## config.mk

```make
export PLATFORM = sky130hd
export DESIGN_NAME = pwrseq_top
export DESIGN_NICKNAME = d
export VERILOG_FILES = /design/src/rtl/pwrseq_pkg.sv /design/src/rtl/pwrseq_delay.sv /design/src/rtl/pwrseq_ramp.sv /design/src/rtl/pwrseq_fsm.sv /design/src/rtl/pwrseq_top.sv
export SDC_FILE = /design/constraint.sdc
export NUM_CORES = 1
export LEC_CHECK = 0
export BUFFER_PORTS_ARGS = -buffer_cell sky130_fd_sc_hd__buf_2
export CORE_ASPECT_RATIO = 1.25
export CORE_UTILIZATION = 40
export DETAILED_ROUTE_END_ITERATION = 7
export PLACE_DENSITY = 0.61
export SLEW_MARGIN = 15
export SYNTH_ARGS = -nofsm -noshare
export SYNTH_HDL_FRONTEND = slang
export SYNTH_SLANG_ARGS = --single-unit
```

## constraint.sdc

```tcl
create_clock -name clk -period 2 [get_ports clk]
set_input_delay 0.2 -clock clk [delete_from_list [all_inputs] [get_ports clk]]
set_output_delay 0.2 -clock clk [all_outputs]
set_load 0.1 [all_outputs]
```

## src/rtl/pwrseq_pkg.sv

```systemverilog
package pwrseq_pkg;

  typedef enum logic [2:0] {
    ST_IDLE  = 3'd0,
    ST_WAIT  = 3'd1,
    ST_FIRST = 3'd2,
    ST_BOTH  = 3'd3,
    ST_PARK  = 3'd4
  } seq_state_e;

  localparam logic [1:0] SEQ_NONE = 2'b00;
  localparam logic [1:0] SEQ_NEG1 = 2'b01;
  localparam logic [1:0] SEQ_POS1 = 2'b10;
  localparam logic [1:0] SEQ_BOTH = 2'b11;

  // Step size for a ramp code: 1, 2, 4 or 8.
  function automatic logic [3:0] ramp_step(input logic [1:0] code);
    return 4'd1 << code;
  endfunction

  // Saturating accumulate, capped at full.
  function automatic logic [31:0] ramp_sat_add(input logic [31:0] acc,
                                               input logic [1:0]  code,
                                               input logic [31:0] full);
    logic [32:0] sum;
    sum = {1'b0, acc} + {29'd0, ramp_step(code)};
    if (sum > {1'b0, full}) return full;
    return sum[31:0];
  endfunction

endpackage

```

## src/rtl/pwrseq_delay.sv

```systemverilog
module pwrseq_delay #(
  parameter int DELAY_CYC = 16
) (
  input  logic clk,
  input  logic rst_n,
  input  logic run,
  output logic done
);
  localparam int CW = (DELAY_CYC < 2) ? 1 : $clog2(DELAY_CYC);
  localparam logic [CW-1:0] LAST = CW'(DELAY_CYC - 1);

  logic [CW-1:0] cnt_q;

  assign done = run && (cnt_q == LAST);

  always_ff @(posedge clk or negedge rst_n) begin
    if (!rst_n)         cnt_q <= '0;
    else if (!run)      cnt_q <= '0;
    else if (!done)     cnt_q <= cnt_q + 1'b1;
  end

  // the count never runs past its last value
  p_cnt_bound_r1: assert property (@(posedge clk) disable iff (!rst_n)
    cnt_q <= LAST);

  // the count starts at zero each time the delay is entered
  p_cnt_restart_r1: assert property (@(posedge clk) disable iff (!rst_n)
    !run |=> cnt_q == '0);

endmodule

```

## src/rtl/pwrseq_ramp.sv

```systemverilog
module pwrseq_ramp #(
  parameter int RAMP_W = 10
) (
  input  logic              clk,
  input  logic              rst_n,
  input  logic              go,
  input  logic [1:0]        code,
  output logic [RAMP_W-1:0] ramp
);
  import pwrseq_pkg::*;

  localparam logic [RAMP_W-1:0] FULL = {RAMP_W{1'b1}};

  logic [RAMP_W-1:0] acc_q;
  logic              at_full;

  assign at_full = (acc_q == FULL);
  assign ramp    = go ? acc_q : '0;

  always_ff @(posedge clk or negedge rst_n) begin
    if (!rst_n)   acc_q <= '0;
    else if (!go) acc_q <= '0;
    else          acc_q <= RAMP_W'(ramp_sat_add(32'(acc_q), code, 32'(FULL)));
  end

  // while running, the reference never falls
  p_monotone_r4: assert property (@(posedge clk) disable iff (!rst_n)
    go |=> acc_q >= $past(acc_q));

  // full scale is held while the rail keeps running
  p_hold_full_r5: assert property (@(posedge clk) disable iff (!rst_n)
    (go && at_full) |=> acc_q == FULL);

  // a stopped rail restarts from zero
  p_clear_r6: assert property (@(posedge clk) disable iff (!rst_n)
    !go |=> acc_q == '0);

endmodule

```

## src/rtl/pwrseq_fsm.sv

```systemverilog
module pwrseq_fsm (
  input  logic                    clk,
  input  logic                    rst_n,
  input  logic                    halt,
  input  logic [1:0]              seq_code,
  input  logic                    near_pos,
  input  logic                    near_neg,
  input  logic                    dly_done,
  output pwrseq_pkg::seq_state_e  state,
  output logic                    dly_run,
  output logic                    go_pos,
  output logic                    go_neg
);
  import pwrseq_pkg::*;

  seq_state_e state_q, state_d;
  logic [1:0] order_q;
  logic       first_near;
  logic       first_is_pos;
  logic       delay_end;

  assign state        = state_q;
  assign dly_run      = (state_q == ST_WAIT) && !halt;
  assign delay_end    = dly_run && dly_done;
  assign first_is_pos = (order_q == SEQ_POS1);
  assign first_near   = first_is_pos ? near_pos : near_neg;

  always_comb begin
    state_d = state_q;
    if (halt) begin
      state_d = ST_IDLE;
    end else begin
      unique case (state_q)
        ST_IDLE:  state_d = ST_WAIT;
        ST_WAIT: begin
          if (dly_done) begin
            unique case (seq_code)
              SEQ_NONE: state_d = ST_PARK;
              SEQ_BOTH: state_d = ST_BOTH;
              default:  state_d = ST_FIRST;
            endcase
          end
        end
        ST_FIRST: if (first_near) state_d = ST_BOTH;
        ST_BOTH:  state_d = ST_BOTH;
        ST_PARK:  state_d = ST_PARK;
        default:  state_d = ST_IDLE;
      endcase
    end
  end

  always_ff @(posedge clk or negedge rst_n) begin
    if (!rst_n) begin
      state_q <= ST_IDLE;
      order_q <= SEQ_NONE;
    end else begin
      state_q <= state_d;
      if (delay_end) order_q <= seq_code;
    end
  end

  assign go_pos = !halt && ((state_q == ST_BOTH) || ((state_q == ST_FIRST) && first_is_pos));
  assign go_neg = !halt && ((state_q == ST_BOTH) || ((state_q == ST_FIRST) && !first_is_pos));

  // no ramp state is reached before the delay has run out
  p_delay_gate_r1: assert property (@(posedge clk) disable iff (!rst_n)
    (dly_run && !dly_done) |=> (state_q == ST_WAIT || state_q == ST_IDLE));

  // the parked state never starts a rail
  p_park_off_r2: assert property (@(posedge clk) disable iff (!rst_n)
    (state_q == ST_PARK) |-> (!go_pos && !go_neg));

  // the second rail waits for the first rail's flag
  p_second_wait_r3: assert property (@(posedge clk) disable iff (!rst_n)
    (state_q == ST_FIRST && !first_near && !halt) |=> state_q == ST_FIRST);

  // a halt always lands in the idle state
  p_halt_idle_r6: assert property (@(posedge clk) disable iff (!rst_n)
    halt |=> state_q == ST_IDLE);

endmodule

```

## src/rtl/pwrseq_top.sv

```systemverilog
module pwrseq_top #(
  parameter int DELAY_CYC = 16,
  parameter int RAMP_W    = 10
) (
  input  logic              clk,
  input  logic              rst_n,
  input  logic              en,
  input  logic              sw_off,
  input  logic [1:0]        seq_code,
  input  logic [1:0]        ramp_code,
  input  logic              near_pos,
  input  logic              near_neg,
  input  logic              pd_opt,
  output logic [RAMP_W-1:0] ramp_pos,
  output logic [RAMP_W-1:0] ramp_neg,
  output logic              sw_pos_en,
  output logic              sw_neg_en,
  output logic              disc_drive,
  output logic              disc_full,
  output logic              pd_dis_en
);
  import pwrseq_pkg::*;

  localparam int NRAIL = 2;

  logic                halt;
  logic                dly_run;
  logic                dly_done;
  logic                go_pos;
  logic                go_neg;
  seq_state_e          state;
  logic [NRAIL-1:0]    rail_go;
  logic [RAMP_W-1:0]   rail_ramp [NRAIL];

  assign halt = sw_off || !en;

  pwrseq_delay #(.DELAY_CYC(DELAY_CYC)) u_delay (
    .clk   (clk),
    .rst_n (rst_n),
    .run   (dly_run),
    .done  (dly_done)
  );

  pwrseq_fsm u_fsm (
    .clk      (clk),
    .rst_n    (rst_n),
    .halt     (halt),
    .seq_code (seq_code),
    .near_pos (near_pos),
    .near_neg (near_neg),
    .dly_done (dly_done),
    .state    (state),
    .dly_run  (dly_run),
    .go_pos   (go_pos),
    .go_neg   (go_neg)
  );

  // index 0 = positive rail, index 1 = negative rail
  assign rail_go = {go_neg, go_pos};

  for (genvar g = 0; g < NRAIL; g++) begin : g_rail
    pwrseq_ramp #(.RAMP_W(RAMP_W)) u_ramp (
      .clk   (clk),
      .rst_n (rst_n),
      .go    (rail_go[g]),
      .code  (ramp_code),
      .ramp  (rail_ramp[g])
    );
  end

  assign ramp_pos   = rail_ramp[0];
  assign ramp_neg   = rail_ramp[1];
  assign sw_pos_en  = go_pos;
  assign sw_neg_en  = go_neg;
  assign disc_drive = go_pos;
  assign disc_full  = go_pos && near_pos;
  assign pd_dis_en  = !en && pd_opt && (seq_code == SEQ_BOTH);

  // halted cycles show dead outputs at the ports
  p_halt_outputs_r6: assert property (@(posedge clk) disable iff (!rst_n)
    halt |-> (!sw_pos_en && !sw_neg_en && ramp_pos == '0 && ramp_neg == '0 && !disc_drive));

  // full turn-on only while the disconnect is driven
  p_disc_order_r8: assert property (@(posedge clk) disable iff (!rst_n)
    disc_full |-> disc_drive);

  // leaving idle always passes through the delay
  p_restart_delay_r7: assert property (@(posedge clk) disable iff (!rst_n)
    (state == ST_IDLE && !halt) |=> state == ST_WAIT);

endmodule

```

Yosys cells after proc, flatten, opt, wreduce, memory -nomap -nowiden

Index checks and enable logic that the tools add are counted.

$add $sub $neg: 3
Magnitude comparators: 2
Eq/ne operators: 10
Shift-type cells: 1
Mux-type cells: 20
Reduce and logical (&&, ||, !) cells: 19

Operators with widths:

| kind                                                            | count |
|---|---|
| two-way mux 10 bit                                              | 8 |
| adder 10 x 4 -> 11 bit                                          | 2 |
| greater-than comparator 11 x 10 -> 1 bit, second input constant | 2 |
| one-hot mux 3 bit (5 select lines)                              | 1 |
| logical AND 1 bit                                               | 10 |
| two-way mux 3 bit                                               | 3 |
| two-way mux 4 bit                                               | 2 |
| equality test 3 x 2 -> 1 bit, second input constant             | 2 |
| inequality test 3 x 1 -> 1 bit, second input constant           | 2 |
| one-hot mux 3 bit (2 select lines)                              | 1 |
| two-way mux 1 bit                                               | 5 |
| adder 4 x 1 -> 4 bit, second input constant                     | 1 |
| equality test 2 bit, second input constant                      | 2 |
| equality test 4 bit, second input constant                      | 1 |
| << shifter 1 x 2 -> 4 bit, first input constant                 | 1 |
| equality test 3 x 1 -> 1 bit, second input constant             | 1 |
| equality test 3 bit, second input constant                      | 1 |
| zero test 1 bit                                                 | 3 |
| zero test 3 bit                                                 | 1 |
| logical OR 1 bit                                                | 3 |
| zero test 2 bit                                                 | 1 |
| inequality test 2 bit, second input constant                    | 1 |
| AND reduction 2 bit                                             | 1 |

Register bits: 29
Output and inout bits: 25

Longest topological paths before layout

Gate-level depths: netlist of the first run.

Depth after elaboration: 8
Depth in mapped cells: 8
Gate-level depth less buffers: 8

Hierarchy

From an unflattened synthesis of the first run, not the netlist that was laid out.

Cell total of the unflattened synthesis: 196
Area, all modules: 1930.6 µm²

By module, submodules not included:

| module       | instances | cells each | area an instance (µm²) | sequential area each (µm²) |
|---|---|---|---|---|
| pwrseq_ramp  | 2         | 73         | 703.2                  | 250.2 |
| pwrseq_fsm   | 1         | 26         | 281.5                  | 125.1 |
| pwrseq_delay | 1         | 20         | 212.7                  | 100.1 |
| pwrseq_top   | 1         | 4          | 30.0                   | 0.0 |

Worst setup path before layout of the first run

OpenSTA, ideal clock, no wires.

Path kind: flip-flop to output port
Start: reg u_fsm.state_q[2], in the netlist u_fsm.state[2]
End: out ramp_neg[0]
Arrival time: 2.514 ns
Required time: 1.800 ns
Slack: -0.714 ns
Cell stages (with the launch flop): 6
Cell sequence: dfrtp_1 -> nor2_1 -> nand2_1 -> or2_2 -> inv_1 -> and2_1

Longest elaborated chain between the ends: 5

RTL lines:

| item                         | RTL line          | RTL |
|---|---|---|
| start: declaration           | pwrseq_fsm.sv:16  | `seq_state_e state_q, state_d;` |
| start signal: assignment     | pwrseq_fsm.sv:57  | `state_q <= state_d;` |
| equality test 3 x 2 -> 1 bit | pwrseq_fsm.sv:63  | `assign go_neg = !halt && ((state_q == ST_BOTH) \|\| ((state_q == ST_FIRST) && !first_is_pos));` |
| logical AND 1 bit            | pwrseq_fsm.sv:63  |  |
| logical OR 1 bit (*)         | pwrseq_fsm.sv:63  |  |
| logical AND 1 bit (*)        | pwrseq_fsm.sv:63  |  |
| via sw_neg_en                | pwrseq_top.sv:17  | `output logic sw_neg_en,` |
| two-way mux 10 bit (*)       | pwrseq_ramp.sv:18 | `assign ramp = go ? acc_q : '0;` |
| end: declaration             | pwrseq_top.sv:15  | `output logic [RAMP_W-1:0] ramp_neg,` |

Mark *: on every way through the listed nets, which the timed path passes. The rest lies on a longest branch.

Worst setup path after layout of the first run

Start: reg g_rail[1].u_ramp.acc_q[0]
End: reg g_rail[1].u_ramp.acc_q[8]

Longest elaborated chain between the ends: 6

RTL lines:

| item                                     | RTL line          | RTL |
|---|---|---|
| start: declaration                       | pwrseq_ramp.sv:14 | `logic [RAMP_W-1:0] acc_q;` |
| start signal: assignment                 | pwrseq_ramp.sv:23 | `else acc_q <= RAMP_W'(ramp_sat_add(32'(acc_q), code, 32'(FULL)));` |
| adder 10 x 4 -> 11 bit (*)               | pwrseq_pkg.sv:26  | `sum = {1'b0, acc} + {29'd0, ramp_step(code)};` |
| greater-than comparator 11 x 10 -> 1 bit | pwrseq_pkg.sv:27  | `if (sum > {1'b0, full}) return full;` |
| two-way mux 1 bit                        | pwrseq_pkg.sv:27  |  |
| two-way mux 1 bit                        | pwrseq_ramp.sv:22 | `else if (!go) acc_q <= '0;` |
| two-way mux 10 bit (*)                   | pwrseq_pkg.sv:28  | `return sum[31:0];` |
| two-way mux 10 bit (*)                   | pwrseq_ramp.sv:22 |  |

Every way passes the cells marked *; elsewhere a longest branch is shown, timed or not. The select of a mux whose other input is x is not followed.
A chain may end at the register's enable or synchronous reset.

==> results.json, run 1 <==
{
  "sw_frac_of_total": 0.248,
  "syn_inst": 228,
  "start_kind": "register",
  "port_buffers": 35,
  "ys_seq_area_frac": 0.368,
  "yosysTopAreaCell": "dfrtp_1",
  "antenna_cells": 0,
  "initial_utilization": 0.417,
  "antenna_found_initial": 0,
  "final_util": 0.617,
  "routed_wl_um": 4810,
  "finalClockSkew_ns": 0.00487,
  "grt_max_degree": 30,
  "synth_area_per_cell_sq_um": 8.65,
  "post_route_cells_drive_above_1_share": 0.357,
  "clock.fmax_mhz": 514,
  "critPathKind": "reg2reg",
  "p_leak_nw": 1.24,
  "synth-edff-count": 0,
  "syn_nets": 246,
  "netlist.area_leader.share": 0.368,
  "dr.first_iter.drc_count": 65,
  "final_antenna_net_count": 0,
  "grt_pass1_wl_um": 7810,
  "p_comb_frac": 0.068,
  "required_ns": 2.16,
  "gp_congestion": 0.839,
  "intPower_mw": 0.897,
  "synth_cell_types": 48,
  "hp-class": "in2reg",
  "p_sw_mw": 0.296,
  "setup_viol": 0,
  "hpwlAfterDp_um": 3320,
  "ir_drop_mv": 0.428,
  "via_count": 1851,
  "ys_seq_elements": 29,
  "synth_area_sq_um": 1970,
  "end_kind": "register",
  "layout.nets": 300,
  "fp.dieH_um": 80.5,
  "clk_path_buf_depth": 2,
  "power_density_nw_per_um2": 409,
  "cts_htree_levels": 2,
  "hold_violations": 0,
  "synth-async-reset-ratio": 1.00,
  "cts_buffers": 5,
  "first_pass_iters": 4,
  "synth_area_leaders": "dfrtp_1 (37%), and2_1 (6.7%), ha_1 (4.4%)",
  "synth_warnings": 0,
  "rows": 28,
  "cts_sinks": 29,
  "max_slew_margin": 0.549,
  "worst_pin_slew_ns": 0.677,
  "cts_root_buf": "clkbuf_8",
  "finalMaxSlewViolations": 0,
  "cp_max_fo": 6,
  "routedWlPerCell_um": 14.0,
  "reg2regPathDepth": 8,
  "p_seq_frac": 0.495,
  "drv_cap": 0,
  "grt_pass1_vias": 1782,
  "grt_util_all_layers": 0.193,
  "cts_tree": "done",
  "pwr-share-clk": 0.437,
  "arrival_ns": 2.11,
  "insertion_delay_ns": 0.28,
  "holdPathStages": 2,
  "finalCritPeriodShare": 0.974,
  "drc": 0,
  "die_width_um": 64.8,
  "top_level_ports": 36,
  "holdWs_ns": 0.217,
  "period_minus_slack_ns": 1.95,
  "area_growth_pct": 47.9,
  "vias_per_cell": 5.40,
  "synth_ff_type": "dfrtp_1",
  "grt_overflow": 0,
  "fillers": 415,
  "die_area_sq_um": 5220,
  "core_area_sq_um": 4730,
  "path_clk_slew_ns": 0.07,
  "outcome": "finished clean"
}
## layout make-up
type	instances	area [sq um]	share of cell area
Multi-Input combinational cell	177	1230	0.423
Sequential cell	29	726	0.249
Timing Repair Buffer	56	726	0.249
Clock buffer	6	82.6	0.0283
Tap cell	60	75.1	0.0257
Inverter	12	51.3	0.0176
Clock inverter	2	13.8	0.00472
Timing Repair inverter	1	7.51	0.00257
## path summary, 6_finish.rpt
kind / start / end / slack [ns]
worst max register to register: g_rail[1].u_ramp.acc_q[0] / g_rail[1].u_ramp.acc_q[8] / 0.05
worst min-delay path: seq_code[1] / u_fsm.order_q[1] / 0.22
worst max-delay path: g_rail[1].u_ramp.acc_q[0] / g_rail[1].u_ramp.acc_q[8] / 0.05
max in group asynchronous: rst_n / g_rail[0].u_ramp.acc_q[7] / 1.07
worst min register to register: u_fsm.state[1] / u_fsm.state[2] / 0.51
min in group asynchronous: rst_n / g_rail[1].u_ramp.acc_q[8] / 0.49
## worst max-delay path, stage by stage, from the launching register on
cell,delay [ns]
dfrtp_1,0.40
ha_1,0.25
ha_2,0.22
o21ai_0,0.26
o211ai_1,0.19
buf_4,0.18
buf_4,0.13
a31oi_1,0.16
nor3_1,0.06
## power groups by stage
stage	Clock [mW]	Combinational (mW)	Sequential [mW]
floorplan	0	0.0421	0.601
global placement	0	0.0782	0.602
detailed placement	0	0.0787	0.602
CTS	0.534	0.0806	0.590
global route	0.557	0.0919	0.591
finish	0.522	0.0806	0.591
## per-layer routing
layer | part of all wire | up-vias | track usage
met5 | 0 | - | 0
met4 | 0.021 | 0 | 0.0644
met3 | 0.033 | 10 | 0.0369
met2 | 0.54 | 42 | 0.374
met1 | 0.41 | 881 | 0.201
li1 | - | 918 | -
## repair_timing
action / 4_1_cts / 5_1_grt
setup buffers: 1 / 2
pin swaps: 0 / 2
gates resized for setup: 2 / 7
endpoints found under the setup margin: 9 / 26
gates cloned: 0 / 2
hold buffers: 1 / 0
endpoints found under the hold margin: 29 / 0
## state kept, by name, summed over array words and instances, names as in the netlist
| name | count |
|---|---|
| u_delay.cnt_q | 4 |
| g_rail.u_ramp.acc_q | 20 |
| u_fsm.order_q | 2 |
| u_fsm.state | 3 |
## cells by family (layout without fill, tap and decap cells)
kind of cell	Yosys count	after routing	synth area share
muxes	7	7	0.0381
xor gates and xnor gates	9	9	0.0400
buffers and inverters	22	77	0.0469
DFF	29	29	0.368
and+or+nand+nor	98	98	0.270
adders and majority gates	7	7	0.0444
AOI/OAI and AO/OA	56	56	0.192
## synthesized netlist by cell type, drive strengths merged, types with 2 or more instances
library cell,n
or3,2
nand2b,3
nor2,22
a21oi,16
and2b,2
a21boi,2
a31oi,9
o211ai,2
clkbuf,5
xor2,3
a41o,2
and2,21
and4,3
or2,2
xnor2,6
ha,7
mux2,4
dfrtp,29
and3,4
o31ai,2
nand3,6
buf,5
nand2,13
inv,12
o21ai,12
mux2i,3
a211oi,3
nor3,8
nor2b,6
## metrics by stage
step,cell area (sq um),total power [mW],setup TNS (ns),std cells,worst slack (ns)
after floorplan,2040,0.643,-0.457,228,-0.175
after global placement,2730,0.680,0,329,0.0184
after detailed placement,2730,0.680,-0.485,329,-0.101
after CTS,2850,1.20,0,339,0.00279
after global routing,2920,1.24,-0.0666,343,-0.0505
final,2920,1.19,0,343,0.0530
## placed cells by master, fill, tap and decap left out, types with 10 or more instances in the layout
master   count
buf_4       18
dfrtp_1     29
a21oi_1     16
o21ai_0     11
buf_2       11
buf_12      25
nand2_1     13
and2_4      15
nor2_1      17
inv_1       10
Power figures use the tool's default switching activity.
==> run 2: changes to the inputs <==
--- a/config.mk
+++ b/config.mk
@@ -7,9 +7,10 @@
 export LEC_CHECK = 0
 export BUFFER_PORTS_ARGS = -buffer_cell sky130_fd_sc_hd__buf_2
 export CORE_ASPECT_RATIO = 1.25
-export CORE_UTILIZATION = 40
+export CORE_UTILIZATION = 50
 export DETAILED_ROUTE_END_ITERATION = 7
-export PLACE_DENSITY = 0.61
+export MAX_ROUTING_LAYER = met4
+export PLACE_DENSITY = 0.73
 export SLEW_MARGIN = 15
 export SYNTH_ARGS = -nofsm -noshare
 export SYNTH_HDL_FRONTEND = slang
==> results.json, run 2 (synthesis results as in run 1) <==
{
  "antenna_cells": 0,
  "crit_end": "ramp_pos[0]",
  "max_slew_margin": 0.573,
  "hpwlAfterDp_um": 3320,
  "routed_wl_um": 4570,
  "busiest_layer": "met2",
  "initial_utilization": 0.521,
  "cp_top_family": "simple AND/OR/NAND/NOR gates",
  "first_pass_iters": 4,
  "final_util": 0.754,
  "clk_path_buf_depth": 2,
  "fp.dieH_um": 72.2,
  "grt_util_all_layers": 0.242,
  "path_clk_slew_ns": 0.06,
  "cts_root_buf": "clkbuf_8",
  "die_width_um": 58.2,
  "setup_viol": 0,
  "area_growth_pct": 44.7,
  "cp_slowest_stage_delay_ns": 0.40,
  "cp_common_cell": "buf_12",
  "crit_cells": 7,
  "required_ns": 1.80,
  "routedWlPerCell_um": 13.7,
  "worst_pin_slew_ns": 0.640,
  "port_buffers": 35,
  "grt_pass1_vias": 1757,
  "largest-register": "g_rail.u_ramp.acc_q",
  "grt_max_degree": 30,
  "finalClockSkew_ns": 0.00473,
  "cts_sinks": 29,
  "arrival_ns": 1.73,
  "layout.nets": 296,
  "grt_pass1_wl_um": 7570,
  "drv_cap": 0,
  "core_area_sq_um": 3780,
  "hp-class": "in2reg",
  "layout_common_cells": "dfrtp_1 (29), buf_12 (25), nor2_1 (17)",
  "cts_htree_levels": 2,
  "top_level_ports": 36,
  "start_kind": "register",
  "use_met1": 0.261,
  "final_antenna_net_count": 0,
  "fillers": 278,
  "power_density_nw_per_um2": 398,
  "hold_violations": 0,
  "antenna_found_initial": 0,
  "crit_buf_inv": 3,
  "grt_overflow": 0,
  "largest_reg_flops": 20,
  "finalCritPeriodShare": 0.964,
  "vias_per_cell": 5.56,
  "critical_path.startpoint": "u_fsm.state[2]",
  "die_area_sq_um": 4200,
  "ir_drop_mv": 0.323,
  "post_route_cells_drive_above_1_share": 0.348,
  "period_minus_slack_ns": 1.93,
  "reg2regPathDepth": 6,
  "cts_buffers": 5,
  "finalMaxSlewViolations": 0,
  "fin_ws_ns": 0.0723,
  "regArea_sq_um": 726,
  "rrSetupSlack_ns": 0.14,
  "via_count": 1851,
  "drc": 0,
  "layout.cells.non_filler": 333,
  "layout_commonest_cell": "dfrtp_1",
  "clock.fmax_mhz": 519,
  "holdWs_ns": 0.214,
  "dpl.cell_count": 317,
  "critPathKind": "reg2out",
  "r2r-end": "g_rail[0].u_ramp.acc_q[8]",
  "rows": 25,
  "worst_r2r_startpoint": "g_rail[0].u_ramp.acc_q[1]",
  "outcome": "finished clean",
  "dr.first_iter.drc_count": 63,
  "pre_cts_ws_ns": -0.123,
  "end_kind": "primary output",
  "path_cells": "nor2_2 -> nand2_1 -> or2_2 -> inv_2 -> buf_12 -> and2_4 -> buf_12",
  "insertion_delay_ns": 0.28,
  "gp_congestion": 0.859,
  "p_leak_nw": 1.20,
  "grtUsageMet2": 0.420,
  "gr-usage-met3": 0.0446,
  "worst_path_max_delay_cell": "dfrtp_1",
  "cts_tree": "done",
  "cp_max_fo": 12,
  "multiInputGateArea_sq_um": 1240
}
## run 2: cell count changes in the layout (fill, tap and decap cells not counted), sizes merged
cell | before | now
clkbuf | 7 | 8
clkinv | 2 | 0
buf | 54 | 51
## run 2: worst min-delay path by stage
| stage | from | end | slack [ns] | depth (start not counted) |
|---|---|---|---|---|
| 3_3_place_gp | rst_n | g_rail[1].u_ramp.acc_q[7] | 0.25 | 1 |
| 2_1_floorplan | rst_n | g_rail[0].u_ramp.acc_q[0] | -0.1 | 0 |
| 3_5_place_dp | rst_n | g_rail[1].u_ramp.acc_q[8] | 0.25 | 1 |
| 6_report | en | u_fsm.state[2] | 0.21 | 3 |
| 4_1_cts | en | u_fsm.state[2] | 0.21 | 3 |
| 5_1_grt | sw_off | u_fsm.state[2] | 0.24 | 3 |
## run 2: report_power, final
| group | internal, mW | switching [mW] | total [mW] |
|---|---|---|---|
| Clock | 0.247 | 0.216 | 0.462 |
| Combinational | 0.0311 | 0.0495 | 0.0806 |
| Sequential | 0.588 | 0.00266 | 0.591 |
## run 2: final cells by class
cell class / instances / share of cell area
inverters: 12 / 0.0171
well taps: 54 / 0.0237
flip-flops and latches: 29 / 0.254
multi-input cells: 177 / 0.435
repair buffers: 52 / 0.239
clock buffers: 8 / 0.0281
repair inverters: 1 / 0.00263
## run 2: timing repair
item / in CTS / in global routing
hold buffers: 1 / 0
pin swaps: 0 / 3
endpoints found under the setup margin: 1 / 29
buffers inserted: 0 / 6
endpoints found under the hold margin: 29 / 0
cloned: 0 / 1
gates resized for setup: 2 / 10
## run 2: metrics by stage
step,area (sq um),setup TNS [ns],power (mW)
after floorplan,2040,-0.457,0.643
after global placement,2680,-0.157,0.678
final,2850,0,1.13
after CTS,2780,0,1.14
after detailed placement,2680,-0.745,0.680
after global routing,2850,-0.0119,1.18
## run 2: routing by layer
layer,vias up,share of wire
li1,905,-
met1,895,0.42
met2,39,0.54
met3,12,0.023
met4,0,0.025
met5,-,0
## run 2: worst register-to-register path, cell delays in order (launching register included)
cell      delay (ns)
dfrtp_1         0.40
xnor2_1         0.18
ha_2            0.24
o21ai_0         0.15
o31ai_4         0.40
a31oi_1         0.14
a311oi_1        0.26
==> run 3: changes to the inputs <==
--- a/config.mk
+++ b/config.mk
@@ -10,7 +10,8 @@
 export CORE_UTILIZATION = 50
 export DETAILED_ROUTE_END_ITERATION = 7
 export MAX_ROUTING_LAYER = met4
-export PLACE_DENSITY = 0.73
+export PLACE_DENSITY = 0.76
+export REMOVE_ABC_BUFFERS = 1
 export SLEW_MARGIN = 15
 export SYNTH_ARGS = -nofsm -noshare
 export SYNTH_HDL_FRONTEND = slang
==> constraint.sdc (replaced) <==
create_clock -name clk -period 1.7 [get_ports clk]
set_input_delay 0.17 -clock clk [delete_from_list [all_inputs] [get_ports clk]]
set_output_delay 0.17 -clock clk [all_outputs]
set_load 0.1 [all_outputs]
==> results.json, run 3 (synthesis results as in run 1) <==
{
  "clk_path_buf_depth": 2,
  "dpl_cell_area_sq_um": 2760,
  "arrival_ns": 2.15,
  "intPower_mw": 1.07,
  "largest-register": "g_rail.u_ramp.acc_q",
  "p_comb_frac": 0.098,
  "hold_violations": 0,
  "grt_pass1_vias": 2231,
  "p_total_mw": 1.46,
  "power_density_nw_per_um2": 419,
  "rsz0062_at_grt": "true",
  "post_route_cells_drive_above_1_share": 0.565,
  "initial_utilization": 0.521,
  "drv_cap": 0,
  "layout.nets": 333,
  "cts_tree": "done",
  "pwr-share-clk": 0.425,
  "antenna_found_initial": 0,
  "fin_ws_ns": -0.246,
  "wl_met2_um": 4370,
  "die_width_um": 58.2,
  "core_area_sq_um": 3780,
  "max_slew_margin": 0.543,
  "area_growth_pct": 76.5,
  "required_ns": 1.90,
  "final_util": 0.919,
  "routed_wl_um": 8520,
  "path_clk_slew_ns": 0.08,
  "p_seq_frac": 0.477,
  "grt_overflow": 0,
  "grt_pass1_wl_um": 11200,
  "cts_root_buf": "clkbuf_8",
  "sw_frac_of_total": 0.267,
  "cts_buffers": 5,
  "hp-class": "in2reg",
  "grt_max_degree": 30,
  "p_leak_nw": 1.45,
  "failed_checks": "setup timing",
  "worst_pin_slew_ns": 0.686,
  "routedWlPerCell_um": 23.1,
  "end_kind": "register",
  "layout_common_cells": "buf_4 (43), dfrtp_1 (28), buf_12 (25)",
  "worst_r2r_startpoint": "g_rail[1].u_ramp.acc_q[1]",
  "period_minus_slack_ns": 1.95,
  "start_kind": "register",
  "port_buffers": 35,
  "pre_cts_ws_ns": -0.325,
  "finalClockSkew_ns": 0.0143,
  "rrSetupSlack_ns": -0.25,
  "clock.fmax_mhz": 514,
  "holdWs_ns": 0.193,
  "outcome": "finished with violations",
  "holdCritStartpoint": "seq_code[1]",
  "setup_viol": 44,
  "finalCritPeriodShare": 1.14,
  "gp_congestion": 0.905,
  "final_antenna_net_count": 0,
  "first_pass_iters": 5,
  "cts_htree_levels": 2,
  "layout_commonest_cell": "buf_4",
  "drc": 0,
  "antenna_cells": 0,
  "critPathKind": "reg2reg",
  "insertion_delay_ns": 0.31,
  "critical_path.startpoint": "g_rail[1].u_ramp.acc_q[1]",
  "die_area_sq_um": 4200,
  "stdcell_area_sq_um": 3480,
  "top_level_ports": 36,
  "hpwlAfterDp_um": 3720,
  "fp.dieH_um": 72.2,
  "dr_wl_met3_um": 551,
  "cp_max_fo": 5,
  "vias_per_cell": 6.42,
  "met1_length_um": 3050,
  "grt_util_all_layers": 0.374,
  "cts_sinks": 29,
  "dr.first_iter.drc_count": 253,
  "dr.max_layer_used": "met4",
  "via_count": 2370,
  "p_sw_mw": 0.390,
  "largest_reg_flops": 20,
  "ir_drop_mv": 0.553,
  "rows": 25,
  "finalMaxSlewViolations": 0
}
-- run 3: cell count changes in the layout (fill, tap and decap cells not counted), moves of 4 or more --
cell	before	now
buf_4	14	43
a21oi_1	16	5
a21oi_2	0	10
buf_6	1	7
ha_4	0	5
xnor2_1	6	1
xnor2_2	0	5
nor2_1	17	13
o21ai_0	10	6
-- run 3: repair_timing --
action | 4_1_cts | 5_1_grt
buffers inserted | 13 | 8
cloned | 2 | 0
setup endpoints to repair | 42 | 44
hold endpoints to repair | 29 | 0
resized for setup | 70 | 42
pin swaps | 33 | 31
hold buffers | 1 | 0
-- run 3: path summary, 6_finish.rpt --
check	end	depth (start not counted)
worst min register to register	u_fsm.state[2]	1
max in group asynchronous	g_rail[1].u_ramp.acc_q[0]	2
worst max register to register	g_rail[1].u_ramp.acc_q[9]	6
worst min-delay path	u_fsm.order_q[1]	2
min in group asynchronous	g_rail[0].u_ramp.acc_q[7]	2
worst max-delay path	g_rail[1].u_ramp.acc_q[9]	6
-- run 3: cell type report --
class	instances	area (sq um)
fill	135	305
multi-input combinational	177	1550
clock buffer	7	86.3
sequential	29	727
tap	54	67.6
inverter	12	51.3
timing repair inverter	2	15.0
timing repair buffer	88	982
-- run 3: power by group through the flow --
stage	clock (mW)	sequential [mW]	combinational [mW]
final	0.619	0.696	0.143
after global routing	0.644	0.696	0.151
after global placement	0	0.708	0.0999
after floorplan	0	0.707	0.0473
after detailed placement	0	0.708	0.103
after CTS	0.587	0.695	0.118
-- run 3: routing by layer --
metal / vias up / global-route usage
met2: 175 / 0.627
met3: 57 / 0.0838
li1: 977 / -
met1: 1161 / 0.406
met4: 0 / 0.212
met5: - / -
-- run 3: through the flow --
| stage | instances | TNS [ns] |
|---|---|---|
| global placement | 338 | -4.10 |
| detailed placement | 338 | -5.24 |
| global route | 369 | -8.88 |
| CTS | 361 | -2.26 |
| floorplan | 218 | -29.48 |
| finish | 369 | -6.62 |
-- run 3: critical path, stage by stage, from the launching register on --
cell and delay [ns]:
dfrtp_1 0.43, xnor2_2 0.23, ha_4 0.23, o21ai_1 0.11, o31ai_2 0.42, nor2_1 0.14, a221oi_2 0.27
